$ cat src/rtl/i2c_sclgen_pkg.sv
// Package: shared constants and the divider-configuration type for the
// I2C SCL phase generator. Assumes a ten-phase SCL period.
package i2c_sclgen_pkg;
    localparam int N_W        = 3;   // prescaler exponent field width
    localparam int M_W        = 4;   // linear divider field width
    localparam int CFG_W      = 8;   // register width seen by software
    localparam int PHASES     = 10;  // phase steps per SCL period
    localparam int HIGH_START = 5;   // first phase with SCL released
    localparam int SDA_CHG_PH = 2;   // SDA change point
    localparam int SDA_SMP_PH = 7;   // SDA sample point
    localparam int PH_W       = $clog2(PHASES);

    // Packed so that m lands in bits 6:3 and n in bits 2:0.
    typedef struct packed {
        logic [M_W-1:0] m;
        logic [N_W-1:0] n;
    } div_cfg_t;
endpackage

$ cat src/rtl/i2c_sclgen_cfg.sv
// Configuration register with a shadow copy. Software writes land in the
// shadow at once; the active copy that feeds the dividers is refreshed only
// when 'apply' marks the SCL period boundary. Assumes apply is a 1-cycle strobe.
module i2c_sclgen_cfg
    import i2c_sclgen_pkg::*;
#(
    parameter div_cfg_t RESET_CFG = '0
) (
    input  logic             clk,
    input  logic             rst_n,
    input  logic             wr_en,
    input  logic [CFG_W-1:0] wr_data,
    input  logic             apply,
    output logic [CFG_W-1:0] rd_data,
    output div_cfg_t         act
);
    localparam int FLD_W = $bits(div_cfg_t);

    div_cfg_t shadow_q;
    div_cfg_t act_q;

    // Capture software writes; the unused top bit is dropped.
    always_ff @(posedge clk) begin
        if (!rst_n) begin
            shadow_q <= RESET_CFG;
        end else if (wr_en) begin
            shadow_q <= wr_data[FLD_W-1:0];
        end
    end

    // Move the shadow into the dividers only at the period boundary.
    always_ff @(posedge clk) begin
        if (!rst_n) begin
            act_q <= RESET_CFG;
        end else if (apply) begin
            act_q <= shadow_q;
        end
    end

    // Zero-extend the shadow for readback.
    always_comb begin
        rd_data            = '0;
        rd_data[FLD_W-1:0] = shadow_q;
    end

    assign act = act_q;
endmodule

$ cat src/rtl/i2c_sclgen_prescale.sv
// Power-of-two prescaler: emits f0_tick once every 2^n_sel clocks.
// Assumes n_sel changes only when the counter is at zero (period boundary).
module i2c_sclgen_prescale #(
    parameter int NW = 3
) (
    input  logic          clk,
    input  logic          rst_n,
    input  logic [NW-1:0] n_sel,
    output logic          f0_tick
);
    localparam int CNT_W = (1 << NW) - 1;

    logic [CNT_W-1:0] cnt_q;
    logic [CNT_W-1:0] limit;

    // Terminal count 2^n - 1 built as a mask of n low ones.
    always_comb begin
        for (int i = 0; i < CNT_W; i++) begin
            limit[i] = (i < int'(n_sel));
        end
    end

    assign f0_tick = (cnt_q == limit);

    // Free-running count that restarts on each f0 tick.
    always_ff @(posedge clk) begin
        if (!rst_n) begin
            cnt_q <= '0;
        end else if (f0_tick) begin
            cnt_q <= '0;
        end else begin
            cnt_q <= cnt_q + 1'b1;
        end
    end
endmodule

$ cat src/rtl/i2c_sclgen_div.sv
// Linear (M+1) divider on the f0 tick: emits phase_strobe on every
// (m_sel+1)-th f0 tick. Assumes m_sel changes only with the counter at zero.
module i2c_sclgen_div #(
    parameter int MW = 4
) (
    input  logic          clk,
    input  logic          rst_n,
    input  logic          f0_tick,
    input  logic [MW-1:0] m_sel,
    output logic          phase_strobe
);
    logic [MW-1:0] cnt_q;

    assign phase_strobe = f0_tick && (cnt_q == m_sel);

    // Count f0 ticks, wrapping after m_sel.
    always_ff @(posedge clk) begin
        if (!rst_n) begin
            cnt_q <= '0;
        end else if (f0_tick) begin
            if (cnt_q == m_sel) begin
                cnt_q <= '0;
            end else begin
                cnt_q <= cnt_q + 1'b1;
            end
        end
    end
endmodule

$ cat src/rtl/i2c_sclgen_seq.sv
// Phase sequencer: steps through the SCL phases on each strobe, holds in
// the high half while the line reads low, and flags the SDA points.
// Assumes scl_in is already synchronous to clk.
module i2c_sclgen_seq
    import i2c_sclgen_pkg::*;
(
    input  logic            clk,
    input  logic            rst_n,
    input  logic            strobe,
    input  logic            scl_in,
    output logic [PH_W-1:0] phase,
    output logic            scl_out,
    output logic            tick,
    output logic            chg,
    output logic            smp,
    output logic            wrap
);
    localparam logic [PH_W-1:0] PH_LAST = PH_W'(PHASES - 1);
    localparam logic [PH_W-1:0] PH_HIGH = PH_W'(HIGH_START);
    localparam logic [PH_W-1:0] PH_PCHG = PH_W'(SDA_CHG_PH - 1);
    localparam logic [PH_W-1:0] PH_PSMP = PH_W'(SDA_SMP_PH - 1);

    logic [PH_W-1:0] phase_q;
    logic            stall;
    logic            advance;
    logic            tick_q;
    logic            chg_q;
    logic            smp_q;

    // A released line that still reads low is held by a slave.
    assign stall   = (phase_q >= PH_HIGH) && !scl_in;
    assign advance = strobe && !stall;
    assign wrap    = advance && (phase_q == PH_LAST);

    // Phase counter with wrap at the last phase.
    always_ff @(posedge clk) begin
        if (!rst_n) begin
            phase_q <= '0;
        end else if (advance) begin
            phase_q <= (phase_q == PH_LAST) ? '0 : phase_q + 1'b1;
        end
    end

    // Pulses aligned with the first cycle of the new phase.
    always_ff @(posedge clk) begin
        if (!rst_n) begin
            tick_q <= 1'b0;
            chg_q  <= 1'b0;
            smp_q  <= 1'b0;
        end else begin
            tick_q <= advance;
            chg_q  <= advance && (phase_q == PH_PCHG);
            smp_q  <= advance && (phase_q == PH_PSMP);
        end
    end

    assign phase   = phase_q;
    assign scl_out = (phase_q >= PH_HIGH);
    assign tick    = tick_q;
    assign chg     = chg_q;
    assign smp     = smp_q;
endmodule

$ cat src/rtl/i2c_sclgen.sv
// Top of the I2C SCL phase generator: config register, 2^N prescaler,
// (M+1) divider and ten-phase sequencer. Assumes scl_in is synchronous.
module i2c_sclgen
    import i2c_sclgen_pkg::*;
#(
    parameter div_cfg_t RESET_CFG = '0
) (
    input  logic             clk,
    input  logic             rst_n,
    input  logic             cfg_we,
    input  logic [CFG_W-1:0] cfg_wdata,
    output logic [CFG_W-1:0] cfg_rdata,
    input  logic             scl_in,
    output logic             scl_out,
    output logic [PH_W-1:0]  phase,
    output logic             phase_tick,
    output logic             sda_change,
    output logic             sda_sample
);
    div_cfg_t cfg_act;
    logic     f0_tick;
    logic     phase_strobe;
    logic     period_wrap;

    i2c_sclgen_cfg #(.RESET_CFG(RESET_CFG)) u_cfg (
        .clk     (clk),
        .rst_n   (rst_n),
        .wr_en   (cfg_we),
        .wr_data (cfg_wdata),
        .apply   (period_wrap),
        .rd_data (cfg_rdata),
        .act     (cfg_act)
    );

    i2c_sclgen_prescale #(.NW(N_W)) u_pre (
        .clk     (clk),
        .rst_n   (rst_n),
        .n_sel   (cfg_act.n),
        .f0_tick (f0_tick)
    );

    i2c_sclgen_div #(.MW(M_W)) u_div (
        .clk          (clk),
        .rst_n        (rst_n),
        .f0_tick      (f0_tick),
        .m_sel        (cfg_act.m),
        .phase_strobe (phase_strobe)
    );

    i2c_sclgen_seq u_seq (
        .clk     (clk),
        .rst_n   (rst_n),
        .strobe  (phase_strobe),
        .scl_in  (scl_in),
        .phase   (phase),
        .scl_out (scl_out),
        .tick    (phase_tick),
        .chg     (sda_change),
        .smp     (sda_sample),
        .wrap    (period_wrap)
    );
endmodule

$ cat config.mk
export PLATFORM = sky130hd
export DESIGN_NAME = i2c_sclgen
export DESIGN_NICKNAME = d
export VERILOG_FILES = /design/src/rtl/i2c_sclgen_pkg.sv /design/src/rtl/i2c_sclgen_cfg.sv /design/src/rtl/i2c_sclgen_prescale.sv /design/src/rtl/i2c_sclgen_div.sv /design/src/rtl/i2c_sclgen_seq.sv /design/src/rtl/i2c_sclgen.sv
export SDC_FILE = /design/constraint.sdc
export NUM_CORES = 1
export LEC_CHECK = 0
export ABC_CLOCK_PERIOD_IN_PS = 1900
export BUFFER_PORTS_ARGS = -buffer_cell sky130_fd_sc_hd__buf_2
export CORE_MARGIN = 1
export CORE_UTILIZATION = 40
export CTS_CLUSTER_SIZE = 16
export DETAILED_ROUTE_END_ITERATION = 6
export PLACE_DENSITY = 0.59
export RECOVER_POWER = 100
export SLEW_MARGIN = 20
export SYNTH_ARGS = -nofsm -noshare
export SYNTH_HDL_FRONTEND = slang
export SYNTH_SLANG_ARGS = --single-unit
$ cat constraint.sdc
create_clock -name clk -period 1.9 [get_ports clk]
set_input_delay 0 -clock clk [delete_from_list [all_inputs] [get_ports clk]]
set_output_delay 0 -clock clk [all_outputs]
set_load 0.02 [all_outputs]
==> report_table.html <==
<table>
<tr><th>Metric</th><th>Value</th></tr>
<tr><th colspan="2">Routing</th></tr>
<tr><td>Remaining antenna violation count after routing</td><td>0</td></tr>
<tr><td>Routed len/inst</td><td>12.3 um</td></tr>
<tr><td>First-pass DRT Iterations</td><td>4</td></tr>
<tr><td>Initial DRC count</td><td>59</td></tr>
<tr><td>Per-cell via count in the routed design</td><td>5.01</td></tr>
<tr><td>DR DRC count</td><td>0</td></tr>
<tr><td>Total wire length</td><td>3300 um</td></tr>
<tr><td>Via count of the routed design</td><td>1342</td></tr>
<tr><th colspan="2">Pwr</th></tr>
<tr><td>IR Drop Worst-Case VDD</td><td>512 uV</td></tr>
<tr><td>Power density over the cells</td><td>759 nW/um^2</td></tr>
<tr><td>Leak</td><td>0.826 nW</td></tr>
<tr><th colspan="2">Critical path</th></tr>
<tr><td>CP top delay family</td><td>simple AND/OR/NAND/NOR gates</td></tr>
<tr><td>Maximum net fanout on the critical path</td><td>7</td></tr>
<tr><td>Type of the worst setup path</td><td>flop to flop</td></tr>
<tr><td>CP max stage cell</td><td>sky130_fd_sc_hd__or4_4</td></tr>
<tr><td>Critical-path cell list</td><td>nor2_2, or3b_1, a31oi_2, buf_4, or4_4, o32ai_2</td></tr>
<tr><td>Kind of start point of the critical path</td><td>flop</td></tr>
<tr><td>Crit end category</td><td>flop</td></tr>
<tr><td>Worst path bufs/invs</td><td>1</td></tr>
<tr><td>WP data arrival</td><td>2.01 ns</td></tr>
<tr><td>Slowest stage delay, CP</td><td>0.54 ns</td></tr>
<tr><td>CP Data Required Time</td><td>2.10 ns</td></tr>
<tr><th colspan="2">Clock network</th></tr>
<tr><td>CTS tree</td><td>yes</td></tr>
<tr><td>CTS root buffer</td><td>sky130_fd_sc_hd__clkbuf_8</td></tr>
<tr><td>Insertion delay to the later sink of the worst-skew pair</td><td>0.29 ns</td></tr>
<tr><td>Largest buffer count on any clock path</td><td>2</td></tr>
<tr><td>Clock Pin Slew Worst Setup and Hold Paths</td><td>0.06 ns</td></tr>
<tr><td>Maximum level of the CTS H-tree</td><td>2</td></tr>
<tr><td>Clock Sinks</td><td>32</td></tr>
<tr><td>CTS Buf Count</td><td>5</td></tr>
<tr><th colspan="2">Floorplanning</th></tr>
<tr><td>Initial core utilization</td><td>42.6%</td></tr>
<tr><td>Cell Rows</td><td>22</td></tr>
<tr><td>Boundary Pins</td><td>28</td></tr>
<tr><td>Std-Cell Core Area</td><td>3770 sq um</td></tr>
<tr><td>Full die area</td><td>4280 sq um</td></tr>
<tr><td>Overall die width</td><td>65.4 um</td></tr>
<tr><td>Height of the chip</td><td>65.4 um</td></tr>
<tr><th colspan="2">Yosys</th></tr>
<tr><td>Mapped cell area</td><td>1610 sq um</td></tr>
<tr><td>Multiplexer share of the synthesized area</td><td>11.8%</td></tr>
<tr><td>Simple logic cell fraction of the synthesized area</td><td>25.1%</td></tr>
<tr><td>Post-Synthesis Net Count</td><td>191</td></tr>
<tr><td>Synthesis-stage register bit count</td><td>32</td></tr>
<tr><td>Unique cell type count in the Yosys netlist</td><td>46</td></tr>
<tr><td>Gate count after technology mapping</td><td>177</td></tr>
<tr><td>Warnings from Yosys</td><td>0</td></tr>
<tr><td>Share of async-settable or async-resettable flops after synthesis</td><td>0%</td></tr>
<tr><td>Syn avg cell area</td><td>9.08 sq um</td></tr>
<tr><td>Dominant combinational cell family by area after synthesis</td><td>simple AND/OR/NAND/NOR gates</td></tr>
<tr><td>Synth Area in Compound Gates</td><td>10.6%</td></tr>
<tr><td>Count of flip-flops with a built-in enable after synthesis</td><td>0</td></tr>
<tr><td>Post-synthesis share of cell area spent on full adders, half adders and majority gates</td><td>1.56%</td></tr>
<tr><td>Xor and xnor fraction of the mapped netlist area</td><td>5.45%</td></tr>
<tr><td>Post-synthesis sequential area ratio</td><td>39.8%</td></tr>
<tr><td>Synth Flop Type</td><td>sky130_fd_sc_hd__dfxtp_1</td></tr>
<tr><th colspan="2">STA</th></tr>
<tr><td>Maximum clock skew at final layout</td><td>0.00720 ns</td></tr>
<tr><td>Final Hold Vio Count</td><td>0</td></tr>
<tr><td>Endpoints failing setup</td><td>0</td></tr>
<tr><td>Pins over their slew limit</td><td>0</td></tr>
<tr><td>RSZ-0062 raised after global routing</td><td>yes</td></tr>
<tr><td>Portion of the clock cycle consumed by the worst path in the final layout</td><td>95.0%</td></tr>
<tr><td>Tmin final</td><td>1.81 ns</td></tr>
<tr><td>Total negative slack</td><td>0 ns</td></tr>
<tr><td>Worst hold slack across all endpoints</td><td>0.0470 ns</td></tr>
<tr><td>Highest clock rate</td><td>554 MHz</td></tr>
<tr><th colspan="2">Global routing</th></tr>
<tr><td>Total global routing overflow</td><td>0</td></tr>
<tr><td>Vias in the first global route</td><td>1336</td></tr>
<tr><td>Global router's overall resource usage</td><td>18.1%</td></tr>
<tr><td>Maximum number of pins on one net before global-route repair</td><td>21</td></tr>
<tr><td>Number of antenna violations at the first check in global routing</td><td>0</td></tr>
<tr><td>Global-route wire length before repair</td><td>5850 um</td></tr>
<tr><th colspan="2">Worst hold path</th></tr>
<tr><td>Hold WC Path Type</td><td>input pin to flop</td></tr>
<tr><th colspan="2">Placed design</th></tr>
<tr><td>Placed cell areas</td><td>1820 sq um</td></tr>
<tr><td>Buffers on Ports</td><td>25</td></tr>
<tr><td>Gpl congestion</td><td>0.859</td></tr>
<tr><td>Post-detail-place hpwl</td><td>2390 um</td></tr>
<tr><th colspan="2">Finish</th></tr>
<tr><td>Total Nets Final</td><td>233</td></tr>
<tr><td>Post-synthesis to final-layout area growth</td><td>28.2%</td></tr>
<tr><td>Final antenna diode count</td><td>0</td></tr>
<tr><td>Final design area excluding fillers</td><td>2060 sq um</td></tr>
<tr><td>Proportion of layout cells with a drive suffix above 1</td><td>24.5%</td></tr>
<tr><th colspan="2">Run status</th></tr>
<tr><td>Status</td><td>complete, no violations</td></tr>
<tr><th colspan="2">Flow run</th></tr>
<tr><td>Number of maximum-capacitance violations</td><td>0</td></tr>
</table>
-- cells by family after synthesis --
group,count (synthesis)
AND/OR/NAND/NOR,79
buffers and inverters,16
AO/OA/AOI/OAI,18
XOR/XNOR,10
flip-flops,32
other,1
multiplexers,19
adder cells (fa/ha/maj),2
-- path summary, 6_finish.rpt --
check | depth (start not counted) | start | slack, ns | to
worst max-delay path | 6 | u_cfg.act[0]$_SDFFE_PN0P_ | 0.09 | u_div.cnt_q[2]$_SDFFE_PN0N_
worst min-delay path | 3 | rst_n | 0.05 | u_seq.phase[0]$_SDFFE_PN0P_
worst max register to register | 6 | u_cfg.act[0]$_SDFFE_PN0P_ | 0.09 | u_div.cnt_q[2]$_SDFFE_PN0N_
worst min register to register | 2 | u_cfg.act[6]$_SDFFE_PN0P_ | 0.47 | u_cfg.act[6]$_SDFFE_PN0P_
-- cell type report --
cell class	instances	area (sq um)
inverter	5	18.8
sequential	32	656
multi-input combinational	129	918
tap	48	60.1
fill	343	1710
clock inverter	1	30.0
timing repair buffer	46	283
clock buffer	7	96.3
-- registers in the layout, indices dropped and copies added, names as in the netlist --
name / flops
u_cfg.rd_data: 7
u_seq.phase: 4
u_pre.cnt_q: 7
u_seq.smp: 1
u_div.cnt_q: 4
u_seq.tick: 1
u_cfg.act: 7
u_seq.chg: 1
-- layer usage --
| layer | GRT usage (%) | vias up | share of wire (%) |
|---|---|---|---|
| met3 | 6.60 | 7 | 5.0 |
| li1 | - | 699 | - |
| met2 | 28.4 | 39 | 46 |
| met5 | 0 | - | 0 |
| met1 | 21.7 | 597 | 47 |
| met4 | 8.70 | 0 | 2.1 |
-- cell usage in the layout, fill, tap and decap left out, types with 2 or more instances in the layout --
cell | Yosys | layout
sky130_fd_sc_hd__nand2_1 | 28 | 28
sky130_fd_sc_hd__dfxtp_1 | 32 | 26
sky130_fd_sc_hd__mux2i_1 | 19 | 19
sky130_fd_sc_hd__nor2_1 | 18 | 17
sky130_fd_sc_hd__clkbuf_1 | 5 | 14
sky130_fd_sc_hd__buf_4 | 3 | 14
sky130_fd_sc_hd__buf_2 | 1 | 11
sky130_fd_sc_hd__xnor2_1 | 9 | 9
sky130_fd_sc_hd__clkbuf_8 | 0 | 7
sky130_fd_sc_hd__dlygate4sd3_1 | 0 | 7
sky130_fd_sc_hd__nand3_1 | 5 | 5
sky130_fd_sc_hd__inv_1 | 4 | 4
sky130_fd_sc_hd__nor4_1 | 6 | 4
sky130_fd_sc_hd__and3_1 | 4 | 4
sky130_fd_sc_hd__or3_1 | 3 | 3
sky130_fd_sc_hd__nor3_1 | 4 | 3
sky130_fd_sc_hd__dfxtp_4 | 0 | 3
sky130_fd_sc_hd__dfxtp_2 | 0 | 3
sky130_fd_sc_hd__nor4_2 | 1 | 2
sky130_fd_sc_hd__a21oi_1 | 2 | 2
sky130_fd_sc_hd__ha_1 | 2 | 2
-- where the power goes --
group	leakage (nW)	total (mW)	internal [mW]	switching, mW
Sequential	0.264	0.703	0.687	0.0159
Clock	0.0645	0.710	0.462	0.248
Combinational	0.497	0.152	0.0642	0.0876
-- through the flow --
stage                     std cells  util [%]  worst slack (ns)  total power, mW
after global routing            268      54.7           -0.0318             1.65
final                           268      54.7            0.0945             1.57
after floorplan                 177         -             0.186            0.818
after global placement          252      48.3           0.00997            0.862
after CTS                       267      53.7            0.0148             1.59
after detailed placement        252      48.3           -0.0299            0.865
-- synthesized netlist by cell type (all sizes together) (2+ instances only) --
cell type	n	area, sq um
inv	5	18.8
nor2	18	67.6
xnor2	9	78.8
ha	2	25.0
nor3	4	20.0
or3	4	30.0
nand3	5	25.0
clkbuf	5	18.8
nand2	28	105
o2bb2ai	2	23.8
a21oi	2	10.0
mux2i	19	190
dfxtp	32	641
nor4	7	50.1
and3	4	25.0
buf	6	50.0
a211oi	2	15.0
-- worst reg2reg max path, stage by stage (launching register included) --
cell	delay, ns
sky130_fd_sc_hd__dfxtp_4	0.37
sky130_fd_sc_hd__nor2_2	0.14
sky130_fd_sc_hd__or3b_1	0.13
sky130_fd_sc_hd__a31oi_2	0.15
sky130_fd_sc_hd__buf_4	0.19
sky130_fd_sc_hd__or4_4	0.54
sky130_fd_sc_hd__o32ai_2	0.20
-- what timing repair did --
action	CTS	global route
setup endpoints to repair	11	19
setup buffers	0	1
pin swaps	0	2
hold buffers	7	0
endpoints found under the hold margin	7	0
gates resized for setup	3	14
Note: power is estimated with default switching activity, not from simulation.
